### config.mk
export PLATFORM = sky130hd
export DESIGN_NAME = sam_mult
export DESIGN_NICKNAME = d
export VERILOG_FILES = /design/src/rtl/sam_pkg.sv /design/src/rtl/sam_shreg.sv /design/src/rtl/sam_alu.sv /design/src/rtl/sam_ctrl.sv /design/src/rtl/sam_mult.sv
export SDC_FILE = /design/constraint.sdc
export NUM_CORES = 1
export LEC_CHECK = 0
export ABC_AREA = 1
export CAP_MARGIN = 5
export CORE_MARGIN = 4
export CORE_UTILIZATION = 25
export DETAILED_ROUTE_END_ITERATION = 6
export PLACE_DENSITY = 0.48
export SLEW_MARGIN = 10
export SYNTH_ARGS = -nofsm -noshare
export SYNTH_HDL_FRONTEND = slang
export SYNTH_SLANG_ARGS = --single-unit
### constraint.sdc
create_clock -name clk -period 5.55 [get_ports clk]
set_input_delay 1.665 -clock clk [delete_from_list [all_inputs] [get_ports clk]]
set_output_delay 1.665 -clock clk [all_outputs]
set_load 0.02 [all_outputs]
### src/rtl/sam_pkg.sv
`timescale 1ns/1ps
package sam_pkg;

   typedef enum logic [2:0] {
      ST_IDLE  = 3'd0,
      ST_ZTEST = 3'd1,
      ST_ZU    = 3'd2,
      ST_ZV    = 3'd3,
      ST_SHIFT = 3'd4
   } sam_state_e;

   typedef enum logic [1:0] {
      SR_HOLD  = 2'd0,
      SR_LOAD  = 2'd1,
      SR_SHIFT = 2'd2
   } sr_op_e;

   typedef enum logic {
      ALU_ZERO = 1'b0,
      ALU_ADD  = 1'b1
   } alu_op_e;

endpackage

### src/rtl/sam_shreg.sv
`timescale 1ns/1ps
module sam_shreg
   import sam_pkg::*;
#(
   parameter int OPW = 8
) (
   input  logic             clk,
   input  logic             rst_n,
   input  sr_op_e           op,
   input  logic [OPW-1:0]   ld_a,
   input  logic [OPW-1:0]   ld_b,
   output logic [2*OPW-1:0] u_q,
   output logic [OPW-1:0]   v_q
);
   localparam int UW = 2 * OPW;

   logic [UW-1:0]  u_d;
   logic [OPW-1:0] v_d;

   always_comb begin
      u_d = u_q;
      v_d = v_q;
      case (op)
         SR_LOAD: begin
            u_d = {{OPW{1'b0}}, ld_a};
            v_d = ld_b;
         end
         SR_SHIFT: begin
            u_d = {u_q[UW-2:0], 1'b0};
            v_d = {1'b0, v_q[OPW-1:1]};
         end
         default: begin
            u_d = u_q;
            v_d = v_q;
         end
      endcase
   end

   always_ff @(posedge clk or negedge rst_n) begin
      if (!rst_n) begin
         u_q <= '0;
         v_q <= '0;
      end else begin
         u_q <= u_d;
         v_q <= v_d;
      end
   end

endmodule

### src/rtl/sam_alu.sv
`timescale 1ns/1ps
module sam_alu
   import sam_pkg::*;
#(
   parameter int W = 16
) (
   input  alu_op_e        op,
   input  logic [W-1:0]   opnd1,
   input  logic [W-1:0]   opnd2,
   output logic           is_zero,
   output logic [W-1:0]   sum
);
   always_comb begin
      is_zero = 1'b0;
      sum     = '0;
      case (op)
         ALU_ZERO: is_zero = (opnd1 == '0);
         ALU_ADD:  sum     = opnd1 + opnd2;
         default: begin
            is_zero = 1'b0;
            sum     = '0;
         end
      endcase
   end
endmodule

### src/rtl/sam_ctrl.sv
`timescale 1ns/1ps
module sam_ctrl
   import sam_pkg::*;
#(
   parameter int OPW = 8
) (
   input  logic             clk,
   input  logic             rst_n,
   input  logic             go,
   input  logic [2*OPW-1:0] u_q,
   input  logic [OPW-1:0]   v_q,
   input  logic             alu_zero,
   input  logic [2*OPW-1:0] alu_sum,
   output sr_op_e           sr_op,
   output alu_op_e          alu_op,
   output logic [2*OPW-1:0] alu_opnd1,
   output logic [2*OPW-1:0] alu_opnd2,
   output logic             done,
   output logic [2*OPW-1:0] acc
);
   localparam int PW = 2 * OPW;

   sam_state_e     st_q, st_d;
   logic           acc_clr, acc_ld;

   always_comb begin
      st_d      = st_q;
      sr_op     = SR_HOLD;
      alu_op    = ALU_ZERO;
      alu_opnd1 = '0;
      alu_opnd2 = u_q;
      acc_clr   = 1'b0;
      acc_ld    = 1'b0;
      case (st_q)
         ST_IDLE: begin
            if (go) begin
               sr_op   = SR_LOAD;
               acc_clr = 1'b1;
               st_d    = ST_ZTEST;
            end
         end
         ST_ZTEST, ST_ZU: begin
            alu_opnd1 = u_q;
            st_d      = alu_zero ? ST_IDLE : ST_ZV;
         end
         ST_ZV: begin
            alu_opnd1 = {{OPW{1'b0}}, v_q};
            st_d      = alu_zero ? ST_IDLE : ST_SHIFT;
         end
         ST_SHIFT: begin
            alu_op    = ALU_ADD;
            alu_opnd1 = acc;
            sr_op     = SR_SHIFT;
            acc_ld    = v_q[0];
            st_d      = ST_ZU;
         end
         default: st_d = ST_IDLE;
      endcase
   end

   always_ff @(posedge clk or negedge rst_n) begin
      if (!rst_n) begin
         st_q <= ST_IDLE;
         acc  <= '0;
      end else begin
         st_q <= st_d;
         if (acc_clr)     acc <= '0;
         else if (acc_ld) acc <= alu_sum[PW-1:0];
      end
   end

   assign done = (st_q == ST_IDLE);

endmodule

### src/rtl/sam_mult.sv
`timescale 1ns/1ps
module sam_mult
   import sam_pkg::*;
#(
   parameter int OPW = 8
) (
   input  logic             clk,
   input  logic             rst_n,
   input  logic             go,
   input  logic [OPW-1:0]   opa,
   input  logic [OPW-1:0]   opb,
   output logic             done,
   output logic [2*OPW-1:0] acc
);
   localparam int PW = 2 * OPW;

   generate
      if (OPW < 2) begin : g_bad_width
         $error("sam_mult: OPW must be at least 2");
      end
   endgenerate

   sr_op_e         sr_op;
   alu_op_e        alu_op;
   logic [PW-1:0]  u_q;
   logic [OPW-1:0] v_q;
   logic [PW-1:0]  alu_opnd1, alu_opnd2, alu_sum;
   logic           alu_zero;

   sam_shreg #(.OPW(OPW)) u_shreg (
      .clk   (clk),
      .rst_n (rst_n),
      .op    (sr_op),
      .ld_a  (opa),
      .ld_b  (opb),
      .u_q   (u_q),
      .v_q   (v_q)
   );

   sam_alu #(.W(PW)) u_alu (
      .op      (alu_op),
      .opnd1   (alu_opnd1),
      .opnd2   (alu_opnd2),
      .is_zero (alu_zero),
      .sum     (alu_sum)
   );

   sam_ctrl #(.OPW(OPW)) u_ctrl (
      .clk       (clk),
      .rst_n     (rst_n),
      .go        (go),
      .u_q       (u_q),
      .v_q       (v_q),
      .alu_zero  (alu_zero),
      .alu_sum   (alu_sum),
      .sr_op     (sr_op),
      .alu_op    (alu_op),
      .alu_opnd1 (alu_opnd1),
      .alu_opnd2 (alu_opnd2),
      .done      (done),
      .acc       (acc)
   );

endmodule

==> results.py <==
metrics = {
    "yosys": {
        "synth_nets": 453,
        "synth_top_area_cell": "dfrtp_1",
        "synth_cell_types": 27,
        "synth_top_area_frac": 0.369,
        "synth_seq_cells": 43,
        "syn_inst": 417,
        "synth_area_per_cell_um2": 6.99,
        "yosys-top-cells-area": "dfrtp_1, nand2_1, a21oi_1, ha_1, o21ai_0",
        "yosys.area_share.simple": 0.327,
        "ys_seq_area_frac": 0.369,
        "synth_xor_area_frac": 0,
        "synth-main-ff-cell": "dfrtp_1",
        "synth_commonest_cells": "nand2_1, a21oi_1, dfrtp_1",
        "yosysMostFrequentCell": "nand2_1",
        "synth_edf_count": 0,
        "synth_top_family_by_area": "simple AND/OR/NAND/NOR gates",
        "synth_area_mm2": 0.00292,
        "synth_compound_area_frac": 0.157,
        "yosysWarnings": 0,
        "synth_mux_area_frac": 0,
        "async_reset_ff_frac": 1.00,
        "synth_adder_area_share": 0.0755,
    },
    "clock_tree": {
        "htree_levels": 2,
        "cts_setup_buffers": 0,
        "clk_pin_slew_worst_paths_ns": 0.07,
        "cts_num_sinks": 43,
        "clockBufferDepth": 2,
        "cts_tree": "yes",
        "root_buffer": "clkbuf_16",
        "cts_made_buffers": 5,
        "cts.repair.resized": 0,
        "holdBufCountCts": 0,
        "worst_skew_pair.late_latency_ns": 0.29,
    },
    "timing": {
        "worst_pin_slew_ns": 0.994,
        "max_slew_margin": 0.337,
        "finalSetupTns_ns": 0,
        "whs_ns": 0.522,
        "fin_ws_ns": 1.88,
        "slew_viol_final": 0,
        "setup_viol": 0,
        "timing.fmax_ghz": 0.272,
        "rsz0062_at_grt": "no",
        "min_period_over_period": 0.662,
        "skew_ns": 0.00857,
        "hold_violations": 0,
        "fin_crit_ns": 3.67,
    },
    "routing": {
        "drt_wl_total_um": 8190,
        "vias": 2755,
        "ant_nets": 0,
        "post_drt_wl_per_cell_um": 13.8,
        "dr.pass1.iters": 4,
        "first_iter_violations": 117,
        "vias_per_cell": 4.65,
        "drc_errors": 0,
    },
    "die": {
        "die_w_um": 116,
        "rows": 39,
        "core_area_mm2": 0.0114,
        "initial_core_util": 0.255,
        "die_height_um": 116,
        "pin_count": 36,
        "fp.dieArea_mm2": 0.0135,
    },
    "job": {
        "cap_violations": 0,
    },
    "placed_design": {
        "hpwl_um": 6350,
        "postPlaceCellArea_mm2": 0.00337,
        "post-place-ws_ns": 1.53,
        "numPortBuffers": 35,
        "globalplace.congestion": 0.899,
        "post-place-cells": 584,
    },
    "power": {
        "power.switching_mw": 1.00,
        "p_comb_frac": 0.562,
        "p_per_area_mw_per_mm2": 579,
        "total_power_mw": 2.05,
        "pwr-share-seq": 0.268,
        "internal-power_mw": 1.05,
        "p_sw_frac": 0.489,
        "clockPowerShare": 0.170,
        "power_leakage_nw": 1.74,
        "peakVddDrop_v": 0.000174,
    },
    "finish": {
        "antenna_cells": 0,
        "area_growth_pct": 21.5,
        "drive_gt1_frac": 0.0624,
        "postLayoutCoreUtil": 0.310,
        "fin_area_mm2": 0.00354,
        "nets": 484,
        "fin_cells": 592,
    },
    "critical_path": {
        "reg2reg_depth": 8,
        "cp.required_ns": 5.77,
        "crit_fanout": 26,
        "cp.arrival_ns": 3.89,
        "worstSetupEndpointType": "register",
        "path_class": "in2reg",
        "r2r_slack_ns": 2.84,
        "timing.rr.end": "u_shreg.u_q[3]",
        "r2r_start": "u_ctrl.st_q[0]",
        "startpoint_type": "primary input",
    },
    "global_routing": {
        "grtUsageTotal": 0.131,
        "overflow": 0,
        "grt_pass1_wl_um": 13900,
        "grt_max_degree": 44,
        "antenna_found_initial": 0,
        "grt_pass1_vias": 2769,
    },
    "min_path": {
        "hold_end": "u_ctrl.acc[10]",
        "whs_path_depth": 2,
        "worstHoldPathType": "reg2reg",
        "worstHoldStart": "u_ctrl.acc[10]",
    },
    "run_status": {
        "status": "completed",
    },
}
[layout by cell type (no fill, tap or decap)]
cell and instances:
nand4_1 5, ha_1 16, o31ai_1 3, a21boi_1 1, o21ai_0 33, fa_1 1
nand3b_1 2, nand2_1 133, inv_6 1, nand3_2 4, inv_1 33, clkdlybuf4s50_1 34
nor2_4 1, o21ai_1 2, clkbuf_16 5, clkinvlp_4 1, buf_2 1, nor2_1 34
and2_1 1, dfrtp_1 43, bufinv_16 1, a21oi_1 43, a21o_1 4, nor4_1 1
nand2_2 4, nand3_1 31, nor2_2 6, inv_2 4, a22oi_1 1
[power by group through the flow]
stage	sequential, mW	combinational [mW]	clock [mW]
3_5_place_dp	0.554	1.16	0
5_1_grt	0.568	1.35	0.369
3_3_place_gp	0.555	1.15	0
6_report	0.551	1.15	0.348
4_1_cts	0.549	1.17	0.358
2_1_floorplan	0.559	0.817	0
[area by class of cell]
type                       instances  area [µm²]
tap                              143         179
clock buffer                       5         125
multi-input combinational        326        1630
fill                            1280        7880
clock inverter                     3        46.3
timing repair buffer              35         345
inverter                          37         139
sequential                        43        1080
[state kept, by name (all words and copies together), names as in the netlist]
| register | flops |
|---|---|
| u_ctrl.acc | 16 |
| u_ctrl.st_q | 3 |
| u_shreg.u_q | 16 |
| u_shreg.v_q | 8 |
[layer usage]
layer	wire length (µm)	track usage	part of all wire	up-vias
met4	105	0.0356	0.013	0
met2	3850	0.216	0.47	45
met5	0	0	0	-
met3	271	0.0209	0.033	5
met1	3960	0.180	0.48	1272
li1	-	-	-	1433
[cell families (layout without fill, tap and decap cells)]
logic type	after synthesis	in the layout
AO/OA/AOI/OAI	87	87
adder cells (fa/ha/maj)	17	17
buffers and inverters	48	80
flip-flops	43	43
AND/OR/NAND/NOR	222	222
[how the worst max path moves through the flow]
stage / from / to / slack, ns / depth (start not counted)
after floorplan: go / u_shreg.u_q[7] / 2.63 / 7
after global placement: go / u_shreg.u_q[4] / 1.59 / 7
after detailed placement: go / u_shreg.u_q[3] / 1.53 / 7
after CTS: go / u_shreg.u_q[3] / 1.85 / 7
after global routing: go / u_shreg.u_q[3] / 1.62 / 7
final: go / u_shreg.u_q[3] / 1.88 / 7
[critical path: stages]
cell,delay [ns]
clkdlybuf4s50_1,0.46
nand2_1,0.11
ha_1,0.73
inv_1,0.52
o21ai_0,0.20
a21oi_1,0.06
a21oi_1,0.14
Power figures use the tool's default switching activity.
